[config.mk]
export PLATFORM = sky130hd
export DESIGN_NAME = led_indicator_ctrl
export DESIGN_NICKNAME = d
export VERILOG_FILES = /design/src/rtl/led_ind_pkg.sv /design/src/rtl/led_blink_timebase.sv /design/src/rtl/led_cfg_regs.sv /design/src/rtl/led_channel.sv /design/src/rtl/led_indicator_ctrl.sv
export SDC_FILE = /design/constraint.sdc
export NUM_CORES = 1
export LEC_CHECK = 0
export BUFFER_PORTS_ARGS = -buffer_cell sky130_fd_sc_hd__buf_2
export CAP_MARGIN = 5
export CORE_ASPECT_RATIO = 0.75
export CORE_MARGIN = 3
export CORE_UTILIZATION = 33
export CTS_BUF_LIST = sky130_fd_sc_hd__clkbuf_16
export DETAILED_ROUTE_END_ITERATION = 12
export GPL_TIMING_DRIVEN = 0
export PLACE_DENSITY = 0.51
export SLEW_MARGIN = 10
export SYNTH_ARGS = -nofsm -noshare
export SYNTH_HDL_FRONTEND = slang
export SYNTH_SLANG_ARGS = --single-unit
[constraint.sdc]
create_clock -name clk -period 2.2 [get_ports clk]
set_clock_uncertainty 0.2 [all_clocks]
set_input_delay 0.44 -clock clk [delete_from_list [all_inputs] [get_ports clk]]
set_output_delay 0.44 -clock clk [all_outputs]
set_load 0.01 [all_outputs]
[src/rtl/led_ind_pkg.sv]
`timescale 1ns/1ps
package led_ind_pkg;

  typedef enum logic [3:0] {
    SRC_LINK     = 4'd0,
    SRC_LINK_S0  = 4'd1,
    SRC_LINK_S1  = 4'd2,
    SRC_LINK_S2  = 4'd3,
    SRC_LINK_ACT = 4'd4,
    SRC_FILT_ACT = 4'd5,
    SRC_COL      = 4'd6,
    SRC_ACT      = 4'd7,
    SRC_PAUSE    = 4'd8,
    SRC_ON       = 4'd9,
    SRC_OFF      = 4'd10
  } led_src_e;

  typedef struct packed {
    logic [1:0] rsvd;
    logic       blink;
    logic       inv;
    logic [3:0] mode;
  } led_cfg_t;

  localparam int CFG_W = 8;

endpackage

[src/rtl/led_blink_timebase.sv]
`timescale 1ns/1ps
module led_blink_timebase #(
  parameter int HALF_TC = 40_000_000
) (
  input  logic clk,
  input  logic rst,
  output logic phase,
  output logic tick
);
  localparam int CW = (HALF_TC > 1) ? $clog2(HALF_TC) : 1;
  localparam logic [CW-1:0] LAST = CW'(HALF_TC - 1);

  logic [CW-1:0] cnt_q;

  assign tick = (cnt_q == LAST);

  always_ff @(posedge clk) begin
    if (rst) begin
      cnt_q <= '0;
      phase <= 1'b1;
    end else if (tick) begin
      cnt_q <= '0;
      phase <= ~phase;
    end else begin
      cnt_q <= cnt_q + 1'b1;
    end
  end

  // the phase flips at each terminal count and nowhere else
  a_r4_phase_flip: assert property (@(posedge clk) disable iff (rst)
    tick |=> (phase != $past(phase)));
  a_r4_phase_hold: assert property (@(posedge clk) disable iff (rst)
    !tick |=> $stable(phase));
  a_r4_cnt_bound: assert property (@(posedge clk) disable iff (rst)
    cnt_q <= LAST);

endmodule

[src/rtl/led_cfg_regs.sv]
`timescale 1ns/1ps
module led_cfg_regs #(
  parameter int NUM_LED = 4,
  parameter logic [8*NUM_LED-1:0] CFG_DEFAULT = '0
) (
  input  logic                   clk,
  input  logic                   rst,
  input  logic                   cfg_we,
  input  logic [NUM_LED-1:0]     cfg_be,
  input  logic [8*NUM_LED-1:0]   cfg_wdata,
  output logic [8*NUM_LED-1:0]   cfg_q
);
  for (genvar k = 0; k < NUM_LED; k++) begin : g_lane
    always_ff @(posedge clk) begin
      if (rst)
        cfg_q[8*k +: 8] <= CFG_DEFAULT[8*k +: 8];
      else if (cfg_we && cfg_be[k])
        cfg_q[8*k +: 8] <= cfg_wdata[8*k +: 8];
    end

    // a lane without its enable keeps its setting
    a_r8_lane_kept: assert property (@(posedge clk) disable iff (rst)
      !(cfg_we && cfg_be[k]) |=> $stable(cfg_q[8*k +: 8]));
  end

endmodule

[src/rtl/led_channel.sv]
`timescale 1ns/1ps
module led_channel
  import led_ind_pkg::*;
(
  input  logic       clk,
  input  logic       rst,
  input  logic [7:0] cfg,
  input  logic       st_link,
  input  logic [1:0] st_speed,
  input  logic       st_act,
  input  logic       st_filt_act,
  input  logic       st_col,
  input  logic       st_pause,
  input  logic       phase,
  input  logic       tick,
  output logic       led_n
);
  led_cfg_t c;
  logic sel, lvl, is_static, is_la, pulse, held, on, hold_q, hold_d;

  assign c = led_cfg_t'(cfg);

  always_comb begin
    case (c.mode)
      SRC_LINK:     sel = st_link;
      SRC_LINK_S0:  sel = st_link && (st_speed == 2'd0);
      SRC_LINK_S1:  sel = st_link && (st_speed == 2'd1);
      SRC_LINK_S2:  sel = st_link && (st_speed == 2'd2);
      SRC_LINK_ACT: sel = st_link;
      SRC_FILT_ACT: sel = st_filt_act;
      SRC_COL:      sel = st_col;
      SRC_ACT:      sel = st_act;
      SRC_PAUSE:    sel = st_pause;
      SRC_ON:       sel = 1'b1;
      default:      sel = 1'b0;
    endcase
  end

  always_comb begin
    lvl       = sel ^ c.inv;
    is_static = (c.mode >= SRC_ON);
    is_la     = (c.mode == SRC_LINK_ACT);
    pulse     = is_la ? st_act : lvl;
    held      = hold_q | pulse;
    if (is_static || !c.blink) on = lvl;
    else if (is_la)            on = lvl && (!held || phase);
    else                       on = held && phase;
    hold_d = (tick && phase) ? pulse : held;
  end

  always_ff @(posedge clk) begin
    if (rst) begin
      hold_q <= 1'b0;
      led_n  <= 1'b1;
    end else begin
      hold_q <= hold_d;
      led_n  <= ~on;
    end
  end

  // static levels regardless of blink
  a_r7_static_off: assert property (@(posedge clk) disable iff (rst)
    (c.mode == SRC_OFF && !c.inv) |=> led_n);
  a_r7_static_on: assert property (@(posedge clk) disable iff (rst)
    (c.mode == SRC_ON && !c.inv) |=> !led_n);
  // unused codes stay dark without invert
  a_r9_unused_dark: assert property (@(posedge clk) disable iff (rst)
    (c.mode > SRC_OFF && !c.inv) |=> led_n);
  // blinking LEDs are dark in off phases
  a_r4_dark_phase: assert property (@(posedge clk) disable iff (rst)
    (c.blink && !phase && !is_static && !is_la) |=> led_n);
  // link/activity with blink is dark without link
  a_r6_no_link: assert property (@(posedge clk) disable iff (rst)
    (is_la && c.blink && !c.inv && !st_link) |=> led_n);

endmodule

[src/rtl/led_indicator_ctrl.sv]
`timescale 1ns/1ps
module led_indicator_ctrl #(
  parameter int NUM_LED  = 4,
  parameter int CLK_HZ   = 200_000_000,
  parameter int BLINK_MS = 200,
  parameter int SIM_HALF = 0,
  parameter logic [8*NUM_LED-1:0] CFG_DEFAULT = 32'h2702_0324
) (
  input  logic                 clk,
  input  logic                 rst,
  input  logic                 cfg_we,
  input  logic [NUM_LED-1:0]   cfg_be,
  input  logic [8*NUM_LED-1:0] cfg_wdata,
  input  logic                 st_link,
  input  logic [1:0]           st_speed,
  input  logic                 st_act,
  input  logic                 st_filt_act,
  input  logic                 st_col,
  input  logic                 st_pause,
  output logic [NUM_LED-1:0]   led_n
);
  localparam int HALF_TC = (SIM_HALF != 0) ? SIM_HALF : (CLK_HZ / 1000) * BLINK_MS;

  logic                 phase, tick;
  logic [8*NUM_LED-1:0] cfg_q;

  led_blink_timebase #(.HALF_TC(HALF_TC)) u_tb (
    .clk(clk), .rst(rst), .phase(phase), .tick(tick)
  );

  led_cfg_regs #(.NUM_LED(NUM_LED), .CFG_DEFAULT(CFG_DEFAULT)) u_cfg (
    .clk(clk), .rst(rst), .cfg_we(cfg_we), .cfg_be(cfg_be),
    .cfg_wdata(cfg_wdata), .cfg_q(cfg_q)
  );

  for (genvar k = 0; k < NUM_LED; k++) begin : g_ch
    led_channel u_ch (
      .clk(clk), .rst(rst), .cfg(cfg_q[8*k +: 8]),
      .st_link(st_link), .st_speed(st_speed), .st_act(st_act),
      .st_filt_act(st_filt_act), .st_col(st_col), .st_pause(st_pause),
      .phase(phase), .tick(tick), .led_n(led_n[k])
    );
  end

  // reset darkens every pin
  a_r1_reset_dark: assert property (@(posedge clk) rst |=> (led_n == '1));

endmodule

==> results.txt, run 1 <==
Vias in the first global route = 2,800
Clock latency on the worst-skew pair = 0.33 ns
I/O Pins = 50
Final hold viol count = 0
First-pass GRT wire length = 14,100 um
CORE AREA = 9270 um2
Syn_nets = 448
Via density = 5.11
Pin count of the biggest net entering global routing = 11
Synthesized area per cell = 8.04 um2
Critical Path RT = 2.22 ns
Rel. slew slack = 57.2%
Detailed-route via count = 2,987
Ys flop type = dfxtp_1
Die Y = 91.6 um
First DRT Iteration DRCs = 154
Cell Area, Synth = 3230 um2
Final setup viols = 0
Initial Util = 34.8%
# fillers = 952
Placed cells = 567
Final period util = 93.1%
Worst-margin pin slew = 0.641 ns
WL/cell = 14.5 um
Post-Synthesis Cells = 401
Max capacitance violation total = 0
Number of synthesized flops with an enable pin = 0
# port buffers = 38
Rows = 30
Worst min path class = input port to register
P_leak = 1.54 nW
Total clock sinks = 59
Synth async-reset ratio = 0%
Nets = 498
Drt first pass iters = 4
RSZ-0062 raised after global routing = false
Hpwl dp = 6100 um
Cts bufs inserted = 9
Grt ovf = 0
Area grow syn2layout = 21.9%
Worst VDD drop = 0.511 mV
CP Class = register to register
PD cells = 783 nW/um2
Yosys warnings = 0
Crit-path max FO = 10
CTS tree = yes
RD Place Congestion = 0.794
R2R setup slack = 0.15 ns
# DRC = 0
Die area = 11,000 um2
Reg area = 1180 um2
Maximum clock frequency = 488 MHz
Die width = 120 um
Final Power = 3.08 mW
Worst setup EP type = register
H-tree depth = 3
CP Data Arrival Time = 2.07 ns
Area occupied by multi-input gates = 1860 um2
ANT nets after route = 0
WL final = 8480 um
Synth cell types = 45
Ant. Diodes = 0
Register bit total from synthesis = 59
Clk root buf = clkbuf_16
Final Slew Violations = 0
CTS clk-pin slew, worst paths = 0.05 ns
Finished Layout Cells = 584
Initial antenna violation count = 0
Minimum clock period = 2.05 ns
Fraction of layout cells with a size suffix above 1 = 18.2%
CTS Buffer Depth = 2
Critical Path Start Type = register
Seq/Total Area, Yosys = 36.6%
Total Routing Usage GR = 16.1%
Status = complete, no violations
synthesized netlist by cell type, drive strengths merged (4+ instances only):
| cell | number | area [um2] |
|---|---|---|
| a211o | 9 | 78.8 |
| a21oi | 26 | 130 |
| a221o | 4 | 40.0 |
| a31oi | 7 | 43.8 |
| and3 | 11 | 68.8 |
| and4 | 4 | 35.0 |
| buf | 15 | 111 |
| clkbuf | 13 | 53.8 |
| dfxtp | 59 | 1180 |
| inv | 9 | 33.8 |
| mux2i | 12 | 120 |
| nand2 | 38 | 143 |
| nand2b | 4 | 25.0 |
| nand3 | 30 | 150 |
| nand4 | 11 | 68.8 |
| nor2 | 49 | 184 |
| nor2b | 6 | 37.5 |
| nor3 | 18 | 100 |
| nor4 | 5 | 37.5 |
| nor4b | 6 | 52.6 |
| o21ai | 4 | 20.0 |
| o22ai | 8 | 56.3 |
| or3 | 4 | 25.0 |
| xnor2 | 10 | 87.6 |
| xor2 | 19 | 166 |
path summary, 6_finish.rpt:
check                  start              end  cells past startpoint
max           u_tb.cnt_q[11]    u_tb.cnt_q[5]                      7
min             cfg_wdata[1]   u_cfg.cfg_q[1]                      3
max reg2reg   u_tb.cnt_q[11]    u_tb.cnt_q[5]                      7
min reg2reg  u_cfg.cfg_q[21]  u_cfg.cfg_q[21]                      2
timing repair:
action | in CTS | in global routing
hold buffers | 0 | 0
endpoints found under the setup margin | 0 | 16
resized for setup | 0 | 5
setup buffers | 0 | 2
through the flow:
| stage | area, um2 | setup slack [ns] | TNS, ns | utilization [%] | hold WS (ns) |
|---|---|---|---|---|---|
| after floorplan | 3230 | 0.256 | 0 | - | 0.241 |
| after global placement | 3580 | -0.181 | -2.53 | 38.6 | 0.262 |
| after detailed placement | 3580 | -0.230 | -3.54 | 38.6 | 0.273 |
| after CTS | 3910 | 0.0979 | 0 | 42.1 | 0.151 |
| after global routing | 3930 | 0.0196 | 0 | 42.4 | 0.161 |
| final | 3930 | 0.153 | 0 | 42.4 | 0.160 |
layout make-up:
type / count / share of cell area [%]
tap: 128 / 4.07
clock buffer: 9 / 5.73
timing repair buffer: 40 / 5.22
sequential: 59 / 30.0
buffer: 27 / 4.14
clock inverter: 7 / 2.70
inverter: 9 / 0.859
multi-input combinational: 305 / 47.2
critical path, cell delays in order, from the launching register on:
cell and delay, ns:
dfxtp_1 0.41, nand2_1 0.10, or4b_1 0.53, nor4_2 0.23
or2_1 0.16, buf_6 0.13, buf_8 0.13, nor2_1 0.05
logic make-up after synthesis:
group	after synthesis	synth area share, %
compound gates	64	13.1
simple gates	199	32.1
fa+ha+maj	1	0.388
xor+xnor	29	7.87
flops	59	36.6
buf+inv	37	6.17
mux	12	3.72
report_power, final:
part           leakage (nW)  switching (mW)  total (mW)  internal, mW
sequential            0.482          0.0387        1.16          1.12
combinational         0.899           0.189       0.348         0.159
clock                 0.162           0.485        1.58          1.09
cells in the final DEF (no fill, tap or decap), drive strengths merged, types with 3 or more instances in the layout:
cell	synthesis	final
a211o	9	9
a21oi	26	26
a221o	4	4
a31oi	7	7
and3	11	11
and4	4	4
buf	15	56
bufinv	0	3
clkbuf	13	20
clkinv	0	4
dfxtp	59	59
inv	9	9
mux2i	12	12
nand2	38	38
nand2b	4	4
nand3	30	30
nand4	11	11
nor2	49	49
nor2b	6	6
nor3	18	18
nor3b	3	3
nor4	5	5
nor4b	6	6
o21ai	4	4
o22ai	8	8
o311ai	3	3
or3	4	4
or3b	3	3
or4	3	3
xnor2	10	10
xor2	19	19
layer usage:
metal | vias up | global-route usage (%) | part of all wire (%)
li1 | 1540 | - | -
met1 | 1370 | 23.6 | 51
met2 | 66 | 21.9 | 41
met3 | 11 | 4.44 | 6.2
met4 | 0 | 6.39 | 1.8
met5 | - | 0 | 0
flip-flops by register name, indices dropped and copies added (netlist names):
signal            count
u_cfg.cfg_q          24
u_tb.phase            1
u_tb.cnt_q           26
g_ch.u_ch.hold_q      4
g_ch.u_ch.led_n       4
No activity file was read; power rests on OpenSTA's default activity.
==> run 2: changes to the inputs <==
--- a/config.mk
+++ b/config.mk
@@ -14,6 +14,7 @@
 export DETAILED_ROUTE_END_ITERATION = 12
 export GPL_TIMING_DRIVEN = 0
 export PLACE_DENSITY = 0.51
+export RECOVER_POWER = 100
 export SLEW_MARGIN = 10
 export SYNTH_ARGS = -nofsm -noshare
 export SYNTH_HDL_FRONTEND = slang
==> run 2 against run 1 <==
First-iteration DRC count grew 3.2%. Die area stayed put. Highest routed layer unchanged. Sequential cell count stayed put. Wire length is 0.15% higher. Hold slack improved by 0.0039 ns. Critical path type unchanged. Global-route usage did not move. Cell count is the same. Sequential power about the same.
==> results.txt, run 2 (synthesis results as in run 1) <==
Status = complete, no violations
Largest registers = u_tb.cnt_q: 26 flops, u_cfg.cfg_q: 24 flops
CTS clk-pin slew, worst paths = 0.05 ns (about the same)
ANT nets after route = 0 (unchanged)
Max incr delay on CP = 0.52 ns (about the same)
Total Routing Usage GR = 16.1% (unchanged)
Internal = 2.36 mW (-0.16%)
Largest register by flop count = u_tb.cnt_q
Dpl ws = -0.230 ns (unchanged)
P_leak = 1.53 nW (-0.67%)
Crit path cell chain = nand2_1 > or4b_1 > nor4_2 > or2_1 > buf_6 > buf_6 > nor2_1
RSZ-0062 raised after global routing = false
Final Slew Violations = 0 (unchanged)
Crit-path max FO = 10 (unchanged)
Rows = 30 (unchanged)
CTS Buffer Depth = 2 (unchanged)
Max reg flops = 26 (unchanged)
Crit path buf inv count = 2 (unchanged)
Placed cells = 567 (unchanged)
Finished Layout Cells = 584 (unchanged)
Cts bufs inserted = 9 (unchanged)
First-pass GRT wire length = 14,100 um (unchanged)
CP Class = register to register
Critical Path Start Type = register
CP delay by family, top = simple AND/OR/NAND/NOR gates
Fin worst setup slack = 0.156 ns (+0.00371 ns)
Pin count of the biggest net entering global routing = 11 (unchanged)
Die width = 120 um (unchanged)
CP Data Arrival Time = 2.06 ns (about the same)
Grt ovf = 0 (unchanged)
CORE AREA = 9270 um2 (unchanged)
Area after DPL = 3580 um2 (unchanged)
Final setup viols = 0 (unchanged)
# DRC = 0 (unchanged)
PD cells = 785 nW/um2 (+0.22%)
Worst VDD drop = 0.511 mV (about the same)
WL/cell = 14.5 um (+0.15%)
Initial Util = 34.8% (unchanged)
Worst min path class = input port to register
WHS = 0.163 ns (+0.00391 ns)
Commonest non-fill, non-tap cell in the layout = dfxtp_1
Rel. slew slack = 58.3% (+1.0 points)
Nets = 498 (unchanged)
I/O Pins = 50 (unchanged)
Max capacitance violation total = 0 (unchanged)
H-tree depth = 3 (unchanged)
Clock power frac = 51.2% (about the same)
Clk root buf = clkbuf_16
Sw Pwr = 709 uW (-0.60%)
Initial antenna violation count = 0 (unchanged)
Total clock sinks = 59 (unchanged)
Worst-margin pin slew = 0.626 ns (-0.0156 ns)
Comb pwr share = 11.2% (about the same)
Detailed-route via count = 3,006 (+0.64%)
Most frequent cells in the layout = dfxtp_1 (59), nor2_1 (49), buf_2 (42)
Worst setup EP type = register
Die area = 11,000 um2 (unchanged)
Vias in the first global route = 2,800 (unchanged)
Crit-path slowest cell = or4b_1
Cell mode on critical path = buf_6
# port buffers = 38 (unchanged)
Via density = 5.15 (+0.64%)
Maximum clock frequency = 489 MHz (+0.18%)
RD Place Congestion = 0.794 (unchanged)
Drt first pass iters = 4 (unchanged)
Cts hold-fix bufs = 0 (unchanged)
Fraction of layout cells with a size suffix above 1 = 17.1% (-1.1 points)
Ant. Diodes = 0 (unchanged)
Setup tns final = 0 ns (unchanged)
Hpwl dp = 6100 um (unchanged)
CTS tree = yes
Final period util = 92.9% (-0.17 points)
Seq pwr share = 37.6% (about the same)
Critical Path RT = 2.22 ns (about the same)
Final instance area = 3910 um2 (-0.48%)
WL final = 8490 um (+0.15%)
Area grow syn2layout = 21.3%
Die Y = 91.6 um (unchanged)
Clock latency on the worst-skew pair = 0.33 ns (about the same)
First DRT Iteration DRCs = 159 (+3.2%)
Sw frac = 23.1% (-0.079 points)
Final hold viol count = 0 (unchanged)
Minimum clock period = 2.04 ns (-0.00371 ns)
==> run 2: changes by cell type in the layout (fill, tap and decap cells not counted) <==
cell / before / now
buf_1: 1 / 0
buf_2: 46 / 42
buf_6: 1 / 3
buf_8: 2 / 0
clkbuf_1: 6 / 11
o22ai_1: 6 / 7
o22ai_2: 2 / 1
==> run 2: layout make-up <==
type,instances,area [um2]
timing repair buffer,40,200
multi-input combinational,305,1850
clock inverter,7,106
clock buffer,9,225
buffer,27,155
fill,959,5360
sequential,59,1180
tap,128,160
inverter,9,33.8
==> run 2: metrics by stage <==
stage	util (%)	total power, mW
2_1_floorplan	-	1.41
3_3_place_gp	38.6	1.51
3_5_place_dp	38.6	1.52
4_1_cts	42.1	3.11
5_1_grt	42.2	3.20
6_report	42.2	3.07
==> run 2: path summary, 6_finish.rpt <==
path	startpoint	to	slack (ns)	cells after the start
worst min register to register	u_cfg.cfg_q[21]	u_cfg.cfg_q[21]	0.28	2
worst min-delay path	cfg_wdata[1]	u_cfg.cfg_q[1]	0.16	3
worst max-delay path	u_tb.cnt_q[11]	u_tb.cnt_q[5]	0.16	7
worst max register to register	u_tb.cnt_q[11]	u_tb.cnt_q[5]	0.16	7
==> run 2: power groups by stage <==
| stage | Sequential [mW] | Clock, mW | Combinational (mW) |
|---|---|---|---|
| floorplan | 1.16 | 0 | 0.245 |
| global placement | 1.17 | 0 | 0.340 |
| detailed placement | 1.18 | 0 | 0.346 |
| CTS | 1.15 | 1.60 | 0.349 |
| global route | 1.16 | 1.65 | 0.387 |
| finish | 1.16 | 1.57 | 0.344 |
==> run 2: tightest hold or removal path, delay by kind of cell <==
family	cells	cell delay [ns]
AO/OA/AOI/OAI	1	0.05
buffers and inverters	1	0.09
AND/OR/NAND/NOR	1	0.05
==> run 2: what timing repair did <==
action / in CTS / in global routing
resized for setup: 0 / 5
buffers inserted: 0 / 2
endpoints found under the setup margin: 0 / 16
==> run 2: routing by layer <==
metal,vias up,GRT usage [%],wire length [um]
met5,-,0,0
met4,0,6.39,123
met3,10,4.44,460
met2,61,21.9,3490
met1,1393,23.6,4420
li1,1542,-,-
==> run 3: changes to the inputs <==
--- a/config.mk
+++ b/config.mk
@@ -9,11 +9,11 @@
 export CAP_MARGIN = 5
 export CORE_ASPECT_RATIO = 0.75
 export CORE_MARGIN = 3
-export CORE_UTILIZATION = 33
+export CORE_UTILIZATION = 43
 export CTS_BUF_LIST = sky130_fd_sc_hd__clkbuf_16
 export DETAILED_ROUTE_END_ITERATION = 12
 export GPL_TIMING_DRIVEN = 0
-export PLACE_DENSITY = 0.51
+export PLACE_DENSITY = 0.64
 export RECOVER_POWER = 100
 export SLEW_MARGIN = 10
 export SYNTH_ARGS = -nofsm -noshare
==> run 3 against run 2 <==
Worst setup slack got worse by 0.067 ns. Clock power barely moved. Critical path depth fell by 1.
==> results.txt, run 3 (synthesis results as in run 1) <==
Status = complete, no violations
P_leak = 1.54 nW (+0.37%)
Die area = 8590 um2 (-22%)
Max capacitance violation total = 0 (unchanged)
R2R setup slack = 0.09 ns (-0.07 ns)
First DRT Iteration DRCs = 158 (-0.63%)
# DRC = 0 (unchanged)
Clock latency on the worst-skew pair = 0.32 ns (about the same)
CP delay by family, top = simple AND/OR/NAND/NOR gates
Cts hold-fix bufs = 0 (unchanged)
WL final = 8040 um (-5.3%)
Die width = 106 um (-12%)
Max incr delay on CP = 0.41 ns (-0.11 ns)
Worst VDD drop = 0.443 mV (-13%)
CP Data Arrival Time = 2.13 ns (+0.07 ns)
PD cells = 797 nW/um2 (+1.6%)
Area occupied by multi-input gates = 1850 um2 (unchanged)
Commonest non-fill, non-tap cell in the layout = dfxtp_1
First-pass GRT wire length = 13,600 um (-3.6%)
Grt ovf = 0 (unchanged)
Final Slew Violations = 0 (unchanged)
ANT nets after route = 0 (unchanged)
End of the worst hold path = u_cfg.cfg_q[1]
CORE AREA = 7030 um2 (-24%)
Nets = 497 (-0.20%)
CTS tree = yes
Initial Util = 45.9% (+11 points)
Dpl ws = -0.148 ns (+0.0814 ns)
Final instance area = 3860 um2 (-1.3%)
Hpwl dp = 5770 um (-5.4%)
Crit path cell chain = and4_1 > nand4_1 > nor3_4 > nand4_1 > xor2_1 > nor2_1
Largest registers = u_tb.cnt_q: 26 flops, u_cfg.cfg_q: 24 flops
Worst min path class = input port to register
Critical Path RT = 2.22 ns (about the same)
Area after DPL = 3540 um2 (-1.0%)
Worst-margin pin slew = 0.609 ns (-0.0172 ns)
Cell mode on critical path = nand4_1
Reg area = 1180 um2 (unchanged)
Post-CTS setup buffers = 0 (unchanged)
Hold path startpoint = cfg_wdata[1]
Hold Path Cell Cnt = 3 (unchanged)
Clk root buf = clkbuf_16
R2R Path End = u_tb.cnt_q[23]
RR Startpoint = u_tb.cnt_q[2]
Pin count of the biggest net entering global routing = 11 (unchanged)
Crit-path max FO = 6 (-4)
Cts bufs inserted = 9 (unchanged)
Crit path buf inv count = 0 (-2)
Fraction of layout cells with a size suffix above 1 = 16.3% (-0.84 points)
Reg2Reg Depth = 6 (-1)
Total clock sinks = 59 (unchanged)
Largest register by flop count = u_tb.cnt_q
Via density = 5.49 (+6.7%)
Total Routing Usage GR = 19.9% (+3.9 points)
Final hold viol count = 0 (unchanged)
Initial antenna violation count = 0 (unchanged)
Rel. slew slack = 59.4% (+1.1 points)
WL/cell = 14.5 um (about the same)
Drt first pass iters = 4 (unchanged)
H-tree depth = 3 (unchanged)
# fillers = 662 (-31%)
Fin worst setup slack = 0.0895 ns (-0.0668 ns)
Die Y = 81.0 um (-12%)
Rows = 26 (-13%)
Vias in the first global route = 2,784 (-0.57%)
CTS Buffer Depth = 2 (unchanged)
Detailed-route via count = 3,037 (+1.0%)
CTS clk-pin slew, worst paths = 0.05 ns (about the same)
CP Class = register to register
Final period util = 95.9% (+3.0 points)
Critical Path Start Type = register
Minimum clock period = 2.11 ns (+0.0668 ns)
Max reg flops = 26 (unchanged)
Final Power = 3.08 mW (+0.25%)
Worst setup EP type = register
# port buffers = 38 (unchanged)
RSZ-0062 raised after global routing = true
Crit-path slowest cell = dfxtp_1
I/O Pins = 50 (unchanged)
Ant. Diodes = 0 (unchanged)
Final setup viols = 0 (unchanged)
Area grow syn2layout = 19.8%
Most frequent cells in the layout = dfxtp_1 (59), nor2_1 (49), buf_2 (42)
Maximum clock frequency = 474 MHz (-3.2%)
RD Place Congestion = 0.822 (+3.5%)
==> run 3: changes by cell type in the layout (fill, tap and decap cells not counted) <==
| cell | change |
|---|---|
| clkbuf_2 | -1 |
| o22ai_2 | -1 |
| clkbuf_1 | +2 |
| buf_4 | -2 |
| nor3_2 | -1 |
| nor3_4 | +1 |
| o22ai_1 | +1 |
==> run 3: cell type report <==
class | count | area share [%]
multi-input combinational | 305 | 47.9
sequential | 59 | 30.6
clock buffer | 9 | 5.83
timing repair buffer | 38 | 4.79
buffer | 28 | 4.08
tap | 98 | 3.17
clock inverter | 7 | 2.75
inverter | 9 | 0.874
==> run 3: timing repair <==
action,in CTS,in global routing
gates resized for setup,0,2
endpoints found under the hold margin,0,0
endpoints found under the setup margin,0,8
==> run 3: worst max path at each step <==
stage,start,to,cells past startpoint
floorplan,st_link,g_ch[1].u_ch.led_n,7
global placement,st_act,g_ch[3].u_ch.led_n,7
detailed placement,cfg_we,u_cfg.cfg_q[18],5
CTS,u_tb.cnt_q[2],u_tb.cnt_q[23],6
global route,u_tb.cnt_q[2],u_tb.cnt_q[23],6
finish,u_tb.cnt_q[2],u_tb.cnt_q[23],6
==> run 3: stage by stage <==
stage               utilization, %  hold WS [ns]  instances   TNS, ns
floorplan                        -         0.241        401         0
global placement              50.4         0.262        537     -1.44
detailed placement            50.4         0.265        537     -1.82
CTS                           55.1         0.155        553         0
global route                  55.0         0.165        553  -0.00763
finish                        55.0         0.163        553         0
==> run 3: worst min-delay path, stage by stage <==
cell	delay (ns)
buf_2	0.10
nand3_1	0.05
a21oi_1	0.05
==> run 3: power breakdown <==
group | switching (mW) | internal [mW] | leakage [nW]
sequential | 0.0371 | 1.12 | 0.482
clock | 0.492 | 1.09 | 0.162
combinational | 0.187 | 0.155 | 0.894
==> run 3: metal layers <==
| metal | up-vias | track usage (%) | share of wire [%] |
|---|---|---|---|
| li1 | 1544 | - | - |
| met1 | 1408 | 28.6 | 51 |
| met2 | 78 | 29.0 | 42 |
| met3 | 7 | 5.24 | 6.1 |
| met4 | 0 | 6.60 | 1.1 |
| met5 | - | 0 | 0 |
